==> config.mk <==
export PLATFORM = sky130hd
export DESIGN_NAME = serial_rx_fc
export DESIGN_NICKNAME = d
export VERILOG_FILES = /design/src/rtl/uart_rx_pkg.sv /design/src/rtl/rx_frame.sv /design/src/rtl/rx_fifo.sv /design/src/rtl/rx_echo.sv /design/src/rtl/serial_rx_fc.sv
export SDC_FILE = /design/constraint.sdc
export NUM_CORES = 1
export LEC_CHECK = 0
export BUFFER_PORTS_ARGS = -buffer_cell sky130_fd_sc_hd__buf_2
export CAP_MARGIN = 20
export CORE_AREA = 2 2 105 77
export DETAILED_ROUTE_END_ITERATION = 16
export DIE_AREA = 0 0 107 79
export PLACE_DENSITY = 0.77
export SETUP_SLACK_MARGIN = 0.1
export SYNTH_ARGS = -nofsm -noshare
export SYNTH_HDL_FRONTEND = slang
export SYNTH_SLANG_ARGS = --single-unit
==> constraint.sdc <==
create_clock -name clk -period 3.27 [get_ports clk]
set_clock_uncertainty 0.15 [all_clocks]
set_input_delay 0 -clock clk [delete_from_list [all_inputs] [get_ports clk]]
set_output_delay 0 -clock clk [all_outputs]
set_load 0.01 [all_outputs]
==> src/rtl/uart_rx_pkg.sv <==
package uart_rx_pkg;

   typedef struct packed {
      logic [7:0] data;
      logic       perr;
      logic       ferr;
   } rx_char_t;

   typedef enum logic [2:0] {
      ST_IDLE,
      ST_START,
      ST_DATA,
      ST_PAR,
      ST_STOP
   } rx_state_e;

   function automatic logic [3:0] len_bits(input logic [1:0] code);
      return 4'd5 + {2'b00, code};
   endfunction

endpackage

==> src/rtl/rx_frame.sv <==
module rx_frame
   import uart_rx_pkg::*;
#(
   parameter int OVS         = 16,
   parameter int SYNC_STAGES = 2
) (
   input  logic       clk,
   input  logic       rst_n,
   input  logic       os_tick,
   input  logic       rxd,
   input  logic [1:0] cfg_len,
   input  logic       cfg_par_en,
   input  logic       cfg_par_odd,
   output logic       done,
   output rx_char_t   char_out
);
   localparam int CW  = $clog2(OVS);
   localparam int MID = OVS / 2;

   generate
      if (OVS < 4 || (OVS % 2) != 0) begin : g_bad_ovs
         $error("rx_frame: OVS must be even and at least 4");
      end
      if (SYNC_STAGES < 2) begin : g_bad_sync
         $error("rx_frame: SYNC_STAGES must be at least 2");
      end
   endgenerate

   logic [SYNC_STAGES-1:0] sync_q;
   logic                   rx_s;
   logic                   line_q;
   rx_state_e              state;
   logic [CW-1:0]          cnt;
   logic [2:0]             bit_idx;
   logic [7:0]             shreg;
   logic                   pbit;
   logic [3:0]             nbits;
   logic [7:0]             aligned;
   logic                   last_tick;

   assign rx_s      = sync_q[SYNC_STAGES-1];
   assign nbits     = len_bits(cfg_len);
   assign aligned   = shreg >> (4'd8 - nbits);
   assign last_tick = (cnt == CW'(OVS - 1));

   always_ff @(posedge clk or negedge rst_n) begin
      if (!rst_n) sync_q <= '1;
      else        sync_q <= {sync_q[SYNC_STAGES-2:0], rxd};
   end

   always_ff @(posedge clk or negedge rst_n) begin
      if (!rst_n) begin
         state    <= ST_IDLE;
         cnt      <= '0;
         bit_idx  <= '0;
         shreg    <= '0;
         pbit     <= 1'b0;
         line_q   <= 1'b1;
         done     <= 1'b0;
         char_out <= '0;
      end else begin
         done <= 1'b0;
         if (os_tick) begin
            line_q <= rx_s;
            unique case (state)
               ST_IDLE: begin
                  if (line_q && !rx_s) begin
                     state <= ST_START;
                     cnt   <= CW'(1);
                  end
               end
               ST_START: begin
                  if (cnt == CW'(MID - 1)) begin
                     cnt     <= '0;
                     bit_idx <= '0;
                     state   <= rx_s ? ST_IDLE : ST_DATA;
                  end else begin
                     cnt <= cnt + CW'(1);
                  end
               end
               ST_DATA: begin
                  cnt <= cnt + CW'(1);
                  if (last_tick) begin
                     cnt   <= '0;
                     shreg <= {rx_s, shreg[7:1]};
                     if ({1'b0, bit_idx} == nbits - 4'd1)
                        state <= cfg_par_en ? ST_PAR : ST_STOP;
                     else
                        bit_idx <= bit_idx + 3'd1;
                  end
               end
               ST_PAR: begin
                  cnt <= cnt + CW'(1);
                  if (last_tick) begin
                     cnt   <= '0;
                     pbit  <= rx_s;
                     state <= ST_STOP;
                  end
               end
               ST_STOP: begin
                  cnt <= cnt + CW'(1);
                  if (last_tick) begin
                     cnt           <= '0;
                     state         <= ST_IDLE;
                     done          <= 1'b1;
                     char_out.data <= aligned;
                     char_out.perr <= cfg_par_en && ((^aligned ^ pbit) != cfg_par_odd);
                     char_out.ferr <= !rx_s;
                  end
               end
               default: state <= ST_IDLE;
            endcase
         end
      end
   end

   AST_UPPER_ZERO: assert property (@(posedge clk) disable iff (!rst_n)
      (done && cfg_len == 2'd0) |-> (char_out.data[7:5] == 3'b000));
   AST_NO_PERR_OFF: assert property (@(posedge clk) disable iff (!rst_n)
      (done && !cfg_par_en) |-> !char_out.perr);
   AST_REARM_HIGH: assert property (@(posedge clk) disable iff (!rst_n)
      (state == ST_IDLE && os_tick && !line_q) |=> (state == ST_IDLE));

endmodule

==> src/rtl/rx_fifo.sv <==
module rx_fifo
   import uart_rx_pkg::*;
#(
   parameter int DEPTH = 4
) (
   input  logic                       clk,
   input  logic                       rst_n,
   input  logic                       push,
   input  rx_char_t                   wdata,
   input  logic                       pop,
   input  logic                       ovr_clr,
   output rx_char_t                   head,
   output logic [$clog2(DEPTH+1)-1:0] count,
   output logic                       full,
   output logic                       overrun
);
   localparam int AW   = $clog2(DEPTH);
   localparam int CNTW = $clog2(DEPTH + 1);

   generate
      if (DEPTH < 2 || (DEPTH & (DEPTH - 1)) != 0) begin : g_bad_depth
         $error("rx_fifo: DEPTH must be a power of two, at least 2");
      end
   endgenerate

   rx_char_t      mem [DEPTH];
   logic [AW-1:0] wptr, rptr;
   logic          pop_ok, accept;

   assign full   = (count == CNTW'(DEPTH));
   assign pop_ok = pop && (count != '0);
   assign accept = push && (!full || pop_ok);
   assign head   = mem[rptr];

   always_ff @(posedge clk or negedge rst_n) begin
      if (!rst_n) begin
         wptr    <= '0;
         rptr    <= '0;
         count   <= '0;
         overrun <= 1'b0;
         for (int i = 0; i < DEPTH; i++) mem[i] <= '0;
      end else begin
         if (accept) begin
            mem[wptr] <= wdata;
            wptr      <= wptr + AW'(1);
         end
         if (pop_ok) rptr <= rptr + AW'(1);
         case ({accept, pop_ok})
            2'b10:   count <= count + CNTW'(1);
            2'b01:   count <= count - CNTW'(1);
            default: count <= count;
         endcase
         if (push && !accept) overrun <= 1'b1;
         else if (ovr_clr)    overrun <= 1'b0;
      end
   end

   AST_NO_OVERFLOW: assert property (@(posedge clk) disable iff (!rst_n)
      count <= CNTW'(DEPTH));
   AST_EMPTY_POP: assert property (@(posedge clk) disable iff (!rst_n)
      (pop && count == '0 && !push) |=> (count == '0));
   AST_DROP_KEEPS: assert property (@(posedge clk) disable iff (!rst_n)
      (push && full && !pop) |=> (overrun && $stable(count) && $stable(wptr)));
   AST_OVR_STICKY: assert property (@(posedge clk) disable iff (!rst_n)
      (overrun && !ovr_clr) |=> overrun);

endmodule

==> src/rtl/rx_echo.sv <==
module rx_echo
   import uart_rx_pkg::*;
(
   input  logic       clk,
   input  logic       rst_n,
   input  logic       mode,
   input  logic       load,
   input  logic [7:0] load_data,
   input  logic       tx_ready,
   output logic       tx_valid,
   output logic [7:0] tx_data
);
   logic take;
   assign take = load && mode && (!tx_valid || tx_ready);

   always_ff @(posedge clk or negedge rst_n) begin
      if (!rst_n) begin
         tx_valid <= 1'b0;
         tx_data  <= '0;
      end else if (take) begin
         tx_valid <= 1'b1;
         tx_data  <= load_data;
      end else if (tx_ready) begin
         tx_valid <= 1'b0;
      end
   end

   AST_ECHO_HOLD: assert property (@(posedge clk) disable iff (!rst_n)
      (tx_valid && !tx_ready) |=> (tx_valid && $stable(tx_data)));
   AST_ECHO_OFF: assert property (@(posedge clk) disable iff (!rst_n)
      (!mode && !tx_valid) |=> !tx_valid);

endmodule

==> src/rtl/serial_rx_fc.sv <==
module serial_rx_fc
   import uart_rx_pkg::*;
#(
   parameter int OVS         = 16,
   parameter int SYNC_STAGES = 2,
   parameter int DEPTH       = 4,
   parameter bit ECHO_EN     = 1'b1
) (
   input  logic       clk,
   input  logic       rst_n,
   input  logic       os_tick,
   input  logic       rxd,
   input  logic [1:0] cfg_len,
   input  logic       cfg_par_en,
   input  logic       cfg_par_odd,
   input  logic       cfg_echo,
   input  logic       rd_en,
   input  logic       ovr_clr,
   input  logic       echo_ready,
   output logic [7:0] rd_data,
   output logic       rd_perr,
   output logic       rd_ferr,
   output logic       rx_ready,
   output logic       rx_full,
   output logic       overrun,
   output logic       rts_n,
   output logic       echo_valid,
   output logic [7:0] echo_data
);
   localparam int CNTW = $clog2(DEPTH + 1);

   logic            frm_done;
   rx_char_t        frm_char;
   rx_char_t        head;
   logic [CNTW-1:0] fill;
   logic            q_full;

   rx_frame #(.OVS(OVS), .SYNC_STAGES(SYNC_STAGES)) frame_i (
      .clk(clk), .rst_n(rst_n), .os_tick(os_tick), .rxd(rxd),
      .cfg_len(cfg_len), .cfg_par_en(cfg_par_en), .cfg_par_odd(cfg_par_odd),
      .done(frm_done), .char_out(frm_char)
   );

   rx_fifo #(.DEPTH(DEPTH)) fifo_i (
      .clk(clk), .rst_n(rst_n), .push(frm_done), .wdata(frm_char),
      .pop(rd_en), .ovr_clr(ovr_clr), .head(head), .count(fill),
      .full(q_full), .overrun(overrun)
   );

   generate
      if (ECHO_EN) begin : g_echo
         rx_echo echo_i (
            .clk(clk), .rst_n(rst_n), .mode(cfg_echo), .load(frm_done),
            .load_data(frm_char.data), .tx_ready(echo_ready),
            .tx_valid(echo_valid), .tx_data(echo_data)
         );
      end else begin : g_no_echo
         assign echo_valid = 1'b0;
         assign echo_data  = '0;
      end
   endgenerate

   assign rd_data  = head.data;
   assign rd_perr  = head.perr;
   assign rd_ferr  = head.ferr;
   assign rx_ready = (fill != '0);
   assign rx_full  = q_full;
   assign rts_n    = q_full;

   AST_RTS_EMPTY: assert property (@(posedge clk) disable iff (!rst_n)
      !rx_ready |-> !rts_n);
   AST_FULL_READY: assert property (@(posedge clk) disable iff (!rst_n)
      rx_full |-> rx_ready);

endmodule

==> key figures <==
STA
  – Worst Max-Slew Pin Slew: 0.866 ns
  – Period utilization: 78.2%
  – Fin. Hold Viols: 0
  – Unrepaired setup endpoints after global routing: false
  – Worst setup margin: 0.714 ns
  – Setup TNS: 0 ns
  – Final Slew Violations: 0
  – Final min period: 2.56 ns
  – Fmax: 0.391 GHz
  – # setup viols final: 0
  – Relative slew margins: 42.3%

Logic synthesis
  – Number of enable flip-flop cells after synthesis: 0
  – Post-Synthesis Cells: 343
  – Top cell type's share of synthesized area: 50.7%
  – Async SR Flop Fraction: 100%
  – Syn nets: 363
  – Yosys reg bits: 90
  – Cell taking the most area after synthesis: dfrtp_1
  – Synth Area per Inst: 12.5 µm²
  – Synth unique cells: 43
  – Post-synthesis sequential area ratio: 52.5%
  – Top FF cell, synth: dfrtp_1
  – Post-Syn Area: 0.00429 mm²
  – Most instantiated cells after synthesis: dfrtp_1, mux2_2, nand2_1
  – Count leader, synth: dfrtp_1
  – Top post-synthesis cells by area: dfrtp_1, mux2_2, mux4_2, o21ai_0, xnor2_1
  – Yosys warns: 0

Clock tree
  – Post-CTS Setup Bufs: 0
  – CTS root buffer: clkbuf_8
  – CTS buffer count: 9
  – H-Tree Depth: 3
  – Clock transition at path regs: 0.09 ns
  – Clk buf depth: 2
  – CTS tree: yes
  – Clk_lat worst skew: 0.35 ns
  – Clock sink count: 90

Place
  – Routability cong.: 0.767
  – Final HPWL DP: 5280 µm
  – DP Area: 0.00451 mm²
  – Pre-CTS worst setup slack: 0.743 ns
  – I/O Buffers: 34

Critical path
  – CP Data Required Time: 3.36 ns
  – CP Max Fanout: 8
  – Most Frequent Cell on Critical Path: inv_1
  – Cells on worst reg2reg path: 11
  – Critical path, cell by cell: inv_1, and3_1, nor2b_1, nor2b_1, inv_1, ha_1, inv_1, fa_1, xor2_1, nor2_1, xor2_1
  – R2r setup slk: 0.71 ns
  – R2r endpoint: fifo_i.count[2]
  – WP data arrival: 2.65 ns
  – R2R Path Start: fifo_i.count[0]
  – CP Launch Type: register
  – Slowest-stage cell, CP: nor2b_1
  – Crit path max-delay family: simple AND/OR/NAND/NOR gates
  – WP buf/inv: 3
  – Max incr delay on CP: 0.55 ns
  – Crit path kind: register to register
  – Critical Path Sink Type: register

Route
  – Post-DR vias/cell: 5.44
  – TritonRoute pass-1 iters: 4
  – Drt total wl: 7680 µm
  – Met3 WL post-DR: 244 µm
  – DRT met1 WL: 3460 µm
  – DRC: 0
  – DR top layer: met4
  – DR WL met2: 3900 µm
  – Initial DRC Count: 126
  – Vias: 2664
  – Post-DRT Antenna Nets: 0
  – Drt wl/cell: 15.7 µm

Min path
  – Hold EP: g_echo.echo_i.tx_data[7]
  – Hold Path Class: input pin to register
  – Worst hold stages: 4
  – Hold path start: cfg_echo

Run status
  – Outcome: complete, no violations

GRT
  – First-pass GRT wire length: 13400 µm
  – Initial antenna violation count: 0
  – Vias in the first global route: 2732
  – Gr ovfl total: 0
  – Global Route Usage Sum: 20.6%
  – Largest net degree at the start of global routing: 73

Power
  – Worst vdd ir: 312 µV
  – Pwr Total: 2.60 mW
  – Static leakage: 2.40 nW
  – Pwr/cell area: 539 mW/mm²

Die
  – Die Ht: 79 µm
  – Core Box Area: 0.00753 mm²
  – Die X: 107 µm
  – Die area: 0.00845 mm²
  – I/O pins: 35
  – FP Rows: 27
  – Starting Density: 57.0%

Final layout
  – Antenna cells: 0
  – Area Overhead vs Synth: 12.5%
  – Final nets: 404
  – Layout cell share with drive strength beyond 1: 34.2%
  – Final Cell Area: 0.00483 mm²

Run
  – Max Cap Violations: 0
==> layout make-up <==
class	instances	area, µm²
Clock buffer	11	141
Inverter	14	52.6
Clock inverter	5	63.8
Multi-Input combinational cell	222	1890
Fill cell	581	2700
Sequential cell	90	2260
Timing Repair Buffer	47	300
Tap cell	101	126
==> layout by cell type (no fill, tap or decap), types with 2 or more instances in the layout <==
cell and n:
clkinv_4 3, nand3_1 4, xor2_1 5, o21ai_0 23
dlygate4sd3_1 12, nor2_1 12, inv_1 13, dfrtp_1 87
mux2i_1 10, o31ai_1 2, and2_1 2, buf_4 2
ha_1 7, nand2_1 27, and3_1 4, nand4_1 2
nand2b_1 2, a211oi_1 2, o22ai_1 2, dfstp_2 3
a21oi_1 4, nor2b_1 5, o21ai_1 2, or3_1 2
mux4_2 10, clkbuf_8 10, nor3_1 3, mux2_2 62
a21o_1 2, nand2_2 4, xnor2_1 13, buf_2 33
==> through the flow <==
stage	cells	util (%)	hold slack, ns
detailed placement	462	59.8	-0.0414
finish	490	64.1	0.124
CTS	490	64.1	0.114
floorplan	343	-	-0.446
global route	490	64.1	0.111
global placement	462	59.8	-0.0408
==> logic make-up after synthesis <==
kind of cell             synth area share, %
XOR/XNOR                                3.67
multiplexers                            23.8
AO/OA/AOI/OAI                           6.18
adder cells (fa/ha/maj)                 2.51
AND/OR/NAND/NOR                         7.87
flip-flops                              52.5
buffers and inverters                   3.41
==> timing repair <==
item,in CTS,in global routing
hold buffers,12,0
resized for setup,0,0
hold endpoints to repair,86,0
==> power breakdown <==
group          internal [mW]  switching (mW)  leakage (nW)  total [mW]
logic                  0.248           0.243          1.08       0.491
clock network          0.378           0.380        0.0997       0.758
registers               1.19           0.160          1.21        1.35
total                   1.82           0.782          2.40        2.60
==> worst max path at each step <==
stage                          startpoint               to  slack, ns  depth (start not counted)
after floorplan           fifo_i.count[0]  fifo_i.count[2]       0.88                         12
after global placement    fifo_i.count[0]  fifo_i.count[2]       0.86                         11
after detailed placement  fifo_i.count[0]  fifo_i.count[2]       0.74                         11
after CTS                 fifo_i.count[0]  fifo_i.count[2]       0.71                         11
after global routing      fifo_i.count[0]  fifo_i.count[2]       0.49                         11
final                     fifo_i.count[0]  fifo_i.count[2]       0.71                         11
==> per-layer routing <==
metal / GRT usage (%) / vias up
met5: 0 / -
met4: 5.84 / 0
met3: 4.43 / 6
met2: 33.8 / 37
met1: 28.0 / 1329
li1: - / 1292
==> worst min-delay path: stages <==
cell and delay [ns]:
buf_2 0.10, nand2_1 0.07, a21oi_1 0.16, mux2_2 0.27
==> sequential cells by signal, summed over array words and instances, names as in the netlist <==
signal                  count
frame_i.pbit                1
frame_i.cnt                 4
fifo_i.count                3
frame_i.state               3
fifo_i.wptr                 2
frame_i.done                1
frame_i.char_out           10
fifo_i.overrun              1
frame_i.line_q              1
g_echo.echo_i.tx_data       8
g_echo.echo_i.tx_valid      1
frame_i.sync_q              2
frame_i.shreg               8
fifo_i.rptr                 2
fifo_i.mem                 40
frame_i.bit_idx             3
(Power assumes the default switching activity.)
